<file path="config.mk">
export PLATFORM = sky130hd
export DESIGN_NAME = qbd_expander
export DESIGN_NICKNAME = d
export VERILOG_FILES = /design/src/rtl/qbd_pkg.sv /design/src/rtl/qbd_sync.sv /design/src/rtl/qbd_i2c_target.sv /design/src/rtl/qbd_port.sv /design/src/rtl/qbd_expander.sv
export SDC_FILE = /design/constraint.sdc
export NUM_CORES = 1
export LEC_CHECK = 0
export BUFFER_PORTS_ARGS = -buffer_cell sky130_fd_sc_hd__buf_2
export CORE_ASPECT_RATIO = 2
export CORE_MARGIN = 3
export CORE_UTILIZATION = 50
export DETAILED_ROUTE_END_ITERATION = 8
export PLACE_DENSITY = 0.69
export SYNTH_ARGS = -nofsm -noshare
export SYNTH_HDL_FRONTEND = slang
export SYNTH_SLANG_ARGS = --single-unit
</file>
<file path="constraint.sdc">
create_clock -name clk_i -period 4.55 [get_ports clk_i]
set_clock_uncertainty 0.15 [all_clocks]
set_input_delay 0.2275 -clock clk_i [delete_from_list [all_inputs] [get_ports clk_i]]
set_output_delay 0.2275 -clock clk_i [all_outputs]
set_load 0.02 [all_outputs]
</file>
<file path="src/rtl/qbd_pkg.sv">
package qbd_pkg;
  typedef enum logic [2:0] {
    S_IDLE, S_ADDR, S_AACK, S_WDATA, S_WACK, S_RDATA, S_RACK
  } tgt_state_e;
endpackage

</file>
<file path="src/rtl/qbd_sync.sv">
module qbd_sync #(
  parameter int W = 1
) (
  input  logic         clk_i,
  input  logic         rst_ni,
  input  logic [W-1:0] d_i,
  output logic [W-1:0] q_o
);
  logic [W-1:0] s1_q, s2_q;
  always_ff @(posedge clk_i or negedge rst_ni) begin
    if (!rst_ni) begin
      s1_q <= '1;
      s2_q <= '1;
    end else begin
      s1_q <= d_i;
      s2_q <= s1_q;
    end
  end
  assign q_o = s2_q;
endmodule

</file>
<file path="src/rtl/qbd_i2c_target.sv">
module qbd_i2c_target
  import qbd_pkg::*;
#(
  parameter int NBYTES = 2,
  parameter int IDX_W  = 1
) (
  input  logic             clk_i,
  input  logic             rst_ni,
  input  logic             scl_s_i,
  input  logic             sda_s_i,
  input  logic [6:0]       dev_addr_i,
  input  logic [7:0]       rd_byte_i,
  output logic             sda_oe_o,
  output logic             wr_stb_o,
  output logic [7:0]       wr_byte_o,
  output logic             rd_start_o,
  output logic [IDX_W-1:0] idx_o
);
  tgt_state_e       state_q;
  logic [3:0]       cnt_q;
  logic [7:0]       sh_q, tx_q;
  logic             rw_q, nack_q, scl_q, sda_q;
  logic [IDX_W-1:0] idx_q, idx_nxt;
  logic             scl_rise, scl_fall, start_c, stop_c, byte_end, addr_hit;

  assign scl_rise = scl_s_i & ~scl_q;
  assign scl_fall = ~scl_s_i & scl_q;
  assign start_c  = scl_s_i & scl_q & sda_q & ~sda_s_i;
  assign stop_c   = scl_s_i & scl_q & ~sda_q & sda_s_i;
  assign byte_end = scl_fall & (cnt_q == 4'd8) & ~start_c & ~stop_c;
  assign addr_hit = (sh_q[7:1] == dev_addr_i);
  assign idx_nxt  = (idx_q == IDX_W'(NBYTES-1)) ? '0 : idx_q + 1'b1;

  assign wr_stb_o   = byte_end & (state_q == S_WDATA);
  assign wr_byte_o  = sh_q;
  assign rd_start_o = byte_end & (state_q == S_ADDR) & addr_hit & sh_q[0];
  assign idx_o      = idx_q;

  always_ff @(posedge clk_i or negedge rst_ni) begin
    if (!rst_ni) begin
      state_q <= S_IDLE;
      cnt_q <= '0; sh_q <= '0; tx_q <= '0;
      rw_q <= 1'b0; nack_q <= 1'b0; idx_q <= '0;
      sda_oe_o <= 1'b0; scl_q <= 1'b1; sda_q <= 1'b1;
    end else begin
      scl_q <= scl_s_i;
      sda_q <= sda_s_i;
      if (start_c) begin
        state_q <= S_ADDR; cnt_q <= '0; idx_q <= '0; sda_oe_o <= 1'b0;
      end else if (stop_c) begin
        state_q <= S_IDLE; sda_oe_o <= 1'b0;
      end else begin
        if (scl_rise) begin
          cnt_q <= cnt_q + 4'd1;
          sh_q  <= {sh_q[6:0], sda_s_i};
          if (state_q == S_RACK) nack_q <= sda_s_i;
        end
        if (scl_fall) begin
          unique case (state_q)
            S_ADDR: if (cnt_q == 4'd8) begin
              if (addr_hit) begin
                state_q <= S_AACK; sda_oe_o <= 1'b1; rw_q <= sh_q[0]; cnt_q <= '0;
              end else state_q <= S_IDLE;
            end
            S_AACK: if (cnt_q == 4'd1) begin
              cnt_q <= '0;
              if (rw_q) begin
                state_q <= S_RDATA; tx_q <= rd_byte_i; sda_oe_o <= ~rd_byte_i[7];
              end else begin
                state_q <= S_WDATA; sda_oe_o <= 1'b0;
              end
            end
            S_WDATA: if (cnt_q == 4'd8) begin
              state_q <= S_WACK; sda_oe_o <= 1'b1; cnt_q <= '0; idx_q <= idx_nxt;
            end
            S_WACK: if (cnt_q == 4'd1) begin
              state_q <= S_WDATA; sda_oe_o <= 1'b0; cnt_q <= '0;
            end
            S_RDATA: if (cnt_q == 4'd8) begin
              state_q <= S_RACK; sda_oe_o <= 1'b0; cnt_q <= '0; idx_q <= idx_nxt;
            end else if (cnt_q != 4'd0) begin
              tx_q <= {tx_q[6:0], 1'b0}; sda_oe_o <= ~tx_q[6];
            end
            S_RACK: if (cnt_q == 4'd1) begin
              cnt_q <= '0;
              if (nack_q) state_q <= S_IDLE;
              else begin
                state_q <= S_RDATA; tx_q <= rd_byte_i; sda_oe_o <= ~rd_byte_i[7];
              end
            end
            default: ;
          endcase
        end
      end
    end
  end

  // SDA only moves while SCL is low
  p_sda_scl_low_r2: assert property (@(posedge clk_i) disable iff (!rst_ni)
    !$stable(sda_oe_o) |-> !$past(scl_s_i));
  p_idle_quiet_r7: assert property (@(posedge clk_i) disable iff (!rst_ni)
    (state_q == S_IDLE) |-> !sda_oe_o);
  p_nack_ends_r7: assert property (@(posedge clk_i) disable iff (!rst_ni)
    (state_q == S_RACK && scl_fall && cnt_q == 4'd1 && nack_q && !start_c && !stop_c)
    |=> (state_q == S_IDLE));
endmodule

</file>
<file path="src/rtl/qbd_port.sv">
module qbd_port #(
  parameter int PORT_W = 16,
  parameter int NBYTES = 2,
  parameter int IDX_W  = 1
) (
  input  logic              clk_i,
  input  logic              rst_ni,
  input  logic [PORT_W-1:0] pin_s_i,
  input  logic              wr_stb_i,
  input  logic [7:0]        wr_byte_i,
  input  logic [IDX_W-1:0]  idx_i,
  input  logic              rd_start_i,
  output logic [PORT_W-1:0] latch_o,
  output logic [7:0]        rd_byte_o,
  output logic              int_o
);
  logic [PORT_W-1:0] latch_q, snap_q, commit_val;
  logic [7:0]        stage_q;
  logic              int_q, last_byte;

  assign last_byte = (idx_i == IDX_W'(NBYTES-1));

  generate
    if (NBYTES == 1) begin : g_narrow
      assign commit_val = wr_byte_i;
    end else begin : g_wide
      assign commit_val = {wr_byte_i, stage_q};
    end
  endgenerate

  always_ff @(posedge clk_i or negedge rst_ni) begin
    if (!rst_ni) begin
      latch_q <= '1; snap_q <= '1; stage_q <= '0; int_q <= 1'b0;
    end else begin
      if (wr_stb_i) begin
        if (last_byte) latch_q <= commit_val;
        else           stage_q <= wr_byte_i;
      end
      if (rd_start_i) snap_q <= pin_s_i;
      int_q <= (pin_s_i != snap_q);
    end
  end

  assign latch_o   = latch_q;
  assign rd_byte_o = snap_q[8*int'(idx_i) +: 8];
  assign int_o     = int_q;

  p_latch_hold_r3: assert property (@(posedge clk_i) disable iff (!rst_ni)
    !(wr_stb_i && last_byte) |=> $stable(latch_q));
  p_int_clear_r6: assert property (@(posedge clk_i) disable iff (!rst_ni)
    (rd_start_i ##1 $stable(pin_s_i)) |=> !int_q);
endmodule

</file>
<file path="src/rtl/qbd_expander.sv">
module qbd_expander #(
  parameter bit WIDE     = 1'b1,
  parameter bit ALT_BASE = 1'b0,
  localparam int PORT_W  = WIDE ? 16 : 8
) (
  input  logic              clk_i,
  input  logic              rst_ni,
  input  logic              scl_i,
  input  logic              sda_i,
  output logic              sda_oe_o,
  input  logic [2:0]        addr_sel_i,
  input  logic [PORT_W-1:0] pin_pull_i,
  output logic [PORT_W-1:0] pin_o,
  output logic              int_no
);
  localparam int         NBYTES = PORT_W / 8;
  localparam int         IDX_W  = 1;
  localparam logic [6:0] BASE   = ALT_BASE ? 7'h38 : 7'h20;

  logic [1:0]        bus_s;
  logic [PORT_W-1:0] pin_s, latch;
  logic [7:0]        wr_byte, rd_byte;
  logic [IDX_W-1:0]  idx;
  logic              wr_stb, rd_start, int_q;

  qbd_sync #(.W(2)) u_bus_sync (
    .clk_i(clk_i), .rst_ni(rst_ni), .d_i({scl_i, sda_i}), .q_o(bus_s));

  qbd_sync #(.W(PORT_W)) u_pin_sync (
    .clk_i(clk_i), .rst_ni(rst_ni), .d_i(pin_o), .q_o(pin_s));

  qbd_i2c_target #(.NBYTES(NBYTES), .IDX_W(IDX_W)) u_target (
    .clk_i(clk_i), .rst_ni(rst_ni), .scl_s_i(bus_s[1]), .sda_s_i(bus_s[0]),
    .dev_addr_i({BASE[6:3], addr_sel_i}), .rd_byte_i(rd_byte),
    .sda_oe_o(sda_oe_o), .wr_stb_o(wr_stb), .wr_byte_o(wr_byte),
    .rd_start_o(rd_start), .idx_o(idx));

  qbd_port #(.PORT_W(PORT_W), .NBYTES(NBYTES), .IDX_W(IDX_W)) u_port (
    .clk_i(clk_i), .rst_ni(rst_ni), .pin_s_i(pin_s), .wr_stb_i(wr_stb),
    .wr_byte_i(wr_byte), .idx_i(idx), .rd_start_i(rd_start),
    .latch_o(latch), .rd_byte_o(rd_byte), .int_o(int_q));

  // strong low on latch 0, weak high otherwise
  assign pin_o  = latch & ~pin_pull_i;
  assign int_no = ~int_q;
endmodule

</file>
# Yosys cells after proc, flatten, opt, wreduce, memory -nomap -nowiden
# Index checks and enable logic that the tools add are counted.
# totals
in_bits	23
regBits	105
elab_cells	140
out_inout_bits	18
# op_classes
eq_ne	26
mux	49
n_bitwise	26
n_shift	1
n_addsub	2
n_reduce_logical	18
# ops
operator	count
two-way mux 7 bit	6
two-way mux 3 bit	11
two-way mux 4 bit	8
!= test 4 x 1 -> 1 bit (second input constant)	6
one-hot mux 7 bit (3 select lines)	1
AND reduction 10 bit	2
two-way mux 1 bit	19
one-hot mux 3 bit (6 select lines)	1
AND 16 bit	1
!= test 16 bit	1
NOT 16 bit	1
variable part select 16 x 5 -> 8 bit	1
AND 1 bit	14
one-hot mux 4 bit (3 select lines)	1
NOT 1 bit	10
== test 3 bit (second input constant)	3
!= test 2 x 1 -> 1 bit (second input constant)	4
AND reduction 4 bit	2
AND reduction 8 bit	1
nonzero test 8 bit	1
== test 7 x 6 -> 1 bit	1
== test 3 x 2 -> 1 bit (second input constant)	2
!= test 2 bit (second input constant)	3
one-hot mux 1 bit (6 select lines)	1
17 further kinds	21

# Logic depth before layout (Yosys ltp)
# logic_depth
word_depth	9
mapped_depth	9

# Cells and area by module
# Synthesis repeated with hierarchy kept, for this count alone.
# hier_totals
hier_cells	359
area_unflattened_um2	4689.5
# modules_own_cells
module	n_inst	area_per_inst_um2	cells_per_inst
qbd_port	1	1876.8	117
qbd_i2c_target	1	1635.3	187
qbd_sync at u_pin_sync	1	840.8	32
qbd_expander	1	231.5	19
qbd_sync at u_bus_sync	1	105.1	4

# Worst setup path after synthesis
# OpenSTA, ideal clock, no wires.
# synth_path
kind	register -> register
from	reg u_target.cnt_q[0]
to	reg u_port.snap_q[10]
t_arrival_ns	1.862
n_path_buf	2
period_less_slack_ns	2.095
setup_slack_ns	2.455
stages_incl_launch_ff	10
t_required_ns	4.318
cell_sequence	dfrtp_1 > inv_1 > ha_1 > nand3b_2 > nor2_4 > nand2_1 > or3_1 > buf_6 > buf_12 > mux2_4
# synth_via
elab_chain_cells	7
# synth_lines
element	line_no	rtl
from (decl)	qbd_i2c_target.sv:20	logic [3:0] cnt_q;
from (signal assigned)	qbd_i2c_target.sv:54	cnt_q <= cnt_q + 4'd1;
== test 4 bit	qbd_i2c_target.sv:30	assign byte_end = scl_fall & (cnt_q == 4'd8) & ~start_c & ~stop_c;
AND 1 bit (3 in a row)	qbd_i2c_target.sv:30	
AND 1 bit (3 in a row)	qbd_i2c_target.sv:36	assign rd_start_o = byte_end & (state_q == S_ADDR) & addr_hit & sh_q[0];
to (signal assigned)	qbd_port.sv:39	if (rd_start_i) snap_q <= pin_s_i;
to (decl)	qbd_port.sv:17	logic [PORT_W-1:0] latch_q, snap_q, commit_val;
# No other way between the ends.
# A chain may end at the register's enable or synchronous reset.

# Worst setup path in the final report
# layout_path
from	reg u_target.cnt_q[1]
to	reg u_port.latch_q[7], in the netlist u_port.latch_o[7]
# layout_via
elab_chain_cells	6
# layout_lines
element	line_no	rtl
== test 4 bit	qbd_i2c_target.sv:30	
AND 1 bit (3 in a row)	qbd_i2c_target.sv:30	
AND 1 bit	qbd_i2c_target.sv:34	assign wr_stb_o = byte_end & (state_q == S_WDATA);
AND reduction 2 bit (no source line)	n/a	
to (signal assigned)	qbd_port.sv:36	if (last_byte) latch_q <= commit_val;
to (decl)	qbd_port.sv:17	
# No other way between the ends.

==> results by group <==
Critical path
  – Worst setup EP type: register
  – Arr. time, crit path: 2.72 ns
  – Critical path type: reg -> reg
  – CP top delay family: simple AND/OR/NAND/NOR gates
  – Startpoint class of the critical path: register
  – Crit-path max FO: 17
  – Crit path cell chain: inv_1, ha_1, nand3b_2, nor2_4, nand4_1, mux2_2
  – Critical Path RT: 4.66 ns
  – Max stage delay cell, worst path: nand4_1
  – Buf/Inv on CP: 1
  – Largest stage delay, worst path: 0.76 ns

Final layout
  – Layout cell share with drive strength beyond 1: 0.428
  – Syn-to-layout area delta: 16.5%
  – Nets: 439
  – Ant diodes: 0
  – Final Core Density: 0.605
  – Most frequent cells in the layout: 70 x dfstp_2, 41 x nand2_1, 39 x buf_2, 37 x mux2_2, 35 x dfrtp_1
  – Final instance area: 5270 sq um
  – Commonest non-fill, non-tap cell in the layout: dfstp_2

Synthesis
  – Synth Area in XOR/XNOR: 0.0407
  – Post-synth EDFFs: 0
  – Syn Std Cell Area: 4520 sq um
  – Yosys cell types: 47
  – Synth Area in Adders: 0.00830
  – #FFs+latches synth: 105
  – Synthesized netlist cell count: 354
  – Synth warnings: 0
  – Mean post-synth cell area: 12.8 sq um
  – Mux contribution to synthesized area: 0.144
  – Post-synth top flop: dfstp_2
  – Simple-gate share of the synthesized area: 0.128
  – Largest family of logic cells by synthesized area: multiplexers
  – Async SR Flop Fraction: 1.00
  – Post-synth net total: 380
  – Post-synthesis sequential area ratio: 0.600
  – Synth Area in Compound Gates: 0.0562

Power
  – Maximum VDD drop: 0.000268 V
  – Power per cell area: 363 nW/um^2
  – Pleak: 2.48 nW
  – Total chip power: 1.91 mW

Placement
  – Dpl cell area: 4790 sq um
  – HPWL after DPL: 5.87 mm
  – Port buffer count: 40
  – GPL Wtd Cong: 0.844

GRT
  – Via count of the first global-routing pass: 2,887
  – First-pass GRT wire length: 14.2 mm
  – Largest net degree at the start of global routing: 56
  – Initial antenna violation count: 0
  – Total GRT Usage: 0.183
  – Global route overflow: 0

Clock tree
  – Post-CTS setup buffer count: 0
  – Hold-fix buffers at CTS: 19
  – H-tree levels: 3
  – Clk root buf: clkbuf_16
  – CTS Sinks: 105
  – Clock transition at the registers of the reported paths: 0.07 ns
  – CTS-repair resized insts: 0
  – Cts bufs inserted: 9
  – Worst skew pair latency: 0.34 ns
  – CTS tree: yes
  – CTS Buffer Depth: 2

Floorplanning
  – IO Pins: 41
  – Std cell rows: 48
  – Die X: 73.3 um
  – Die height: 141 um
  – Std-Cell Core Area: 8710 sq um
  – Area of the die: 10,300 sq um
  – Starting density of the core: 0.519

STA
  – Setup total negative slack: 0 ns
  – Period utilization: 0.574
  – Final Hold Viols: 0
  – Relative max-transition margin: 0.356
  – RSZ-0062 raised after global routing: no
  – Final slew viol count: 0
  – F_max: 383 MHz
  – Hold slack: 0.206 ns
  – Min Tclk post-route: 2.61 ns
  – Worst-Margin Slew: 0.964 ns
  – Final setup violation count: 0

Job
  – Maxcap violations: 0

Detailed routing
  – Initial drt markers: 147
  – Drt pass-1 iters: 4
  – Via/cell ratio: 5.30
  – # DRC: 0
  – Vias: 2,744
  – Detail Route Antenna Nets: 0
  – Routed WL: 8.48 mm
  – Wirelength per Cell: 16.4 um

Hold path
  – Hold Path Class: reg -> reg

Outcome
  – Outcome: finished, final reports clean
-- worst reg2reg max path, stage by stage, from the launching register on --
cell and delay [ns]:
dfrtp_1 0.40, inv_1 0.11, ha_1 0.21, nand3b_2 0.16
nor2_4 0.15, nand4_1 0.76, mux2_2 0.59
-- final timing paths --
| kind | startpoint | endpoint | slack, ns | cells after the start |
|---|---|---|---|---|
| worst min-delay path | u_pin_sync.s1_q[14] | u_pin_sync.q_o[14] | 0.21 | 0 |
| worst min register to register | u_pin_sync.s1_q[14] | u_pin_sync.q_o[14] | 0.21 | 0 |
| min in group asynchronous | rst_ni | u_target.nack_q | 0.30 | 2 |
| worst max-delay path | u_target.cnt_q[1] | u_port.latch_o[7] | 1.94 | 6 |
| worst max register to register | u_target.cnt_q[1] | u_port.latch_o[7] | 1.94 | 6 |
| max in group asynchronous | rst_ni | u_port.int_o | 2.83 | 3 |
-- Yosys cell counts (2+ instances only) --
library cell,count,share of area
a21oi_1,13,0.014
a31oi_1,2,0.0028
buf_2,3,0.0033
clkbuf_1,6,0.0050
dfrtp_1,35,0.19
dfstp_2,70,0.41
ha_1,3,0.0083
inv_1,8,0.0066
mux2_2,37,0.092
mux2_4,9,0.030
mux2i_1,10,0.022
nand2_1,41,0.034
nand2b_1,8,0.011
nand3_1,6,0.0066
nand4_1,3,0.0041
nor2_1,14,0.012
nor2b_1,19,0.026
nor4_1,4,0.0055
o211a_1,2,0.0044
o211ai_1,2,0.0033
o21ai_0,12,0.013
o31ai_1,2,0.0033
or3_1,2,0.0028
xnor2_1,3,0.0058
xor2_1,18,0.035
-- flip-flops by register name (all words and copies together) (netlist names) --
signal and flops:
u_port.snap_q 16, u_target.idx_o 1, u_target.tx_q 7, u_pin_sync.s1_q 16, u_port.latch_o 16, u_target.sda_q 1, u_port.stage_q 8, u_bus_sync.s1_q 2
u_target.state_q 3, u_port.int_o 1, u_pin_sync.q_o 16, u_target.wr_byte_o 8, u_target.sda_oe_o 1, u_bus_sync.q_o 2, u_target.rw_q 1, u_target.nack_q 1
u_target.scl_q 1, u_target.cnt_q 4
-- power by group --
group	total (mW)	internal [mW]	leakage (nW)	switching (mW)
sequential	1.03	0.972	1.20	0.0534
clock	0.741	0.408	0.143	0.333
combinational	0.145	0.0699	1.13	0.0756
-- final cells by class --
type | instances | area, sq um
Fill cell | 662 | 3440
Sequential cell | 105 | 2720
Multi-Input combinational cell | 229 | 1710
Timing Repair Buffer | 60 | 400
Clock buffer | 11 | 254
Tap cell | 100 | 125
Clock inverter | 5 | 37.5
Inverter | 8 | 30.0
-- per-stage QoR --
stage,setup WS [ns],instances
floorplan,2.46,354
global placement,1.98,483
detailed placement,1.90,483
CTS,1.88,518
global route,1.68,518
finish,1.94,518
-- logic make-up after synthesis --
kind of cell,count (synthesis)
flip-flops,105
multiplexers,56
XOR/XNOR,21
buffers and inverters,20
adder cells (fa/ha/maj),3
AND/OR/NAND/NOR,108
AO/OA/AOI/OAI,41
-- metal layers --
layer  track usage  vias to the layer above  part of all wire  routed length (um)
met1         0.217                     1357              0.40                3360
met3        0.0330                        9             0.025                 214
met2         0.320                       46              0.56                4790
met4        0.0681                        0             0.014                 120
met5             0                        -                 0                   0
li1              -                     1332                 -                   -
(Power assumes the default switching activity.)
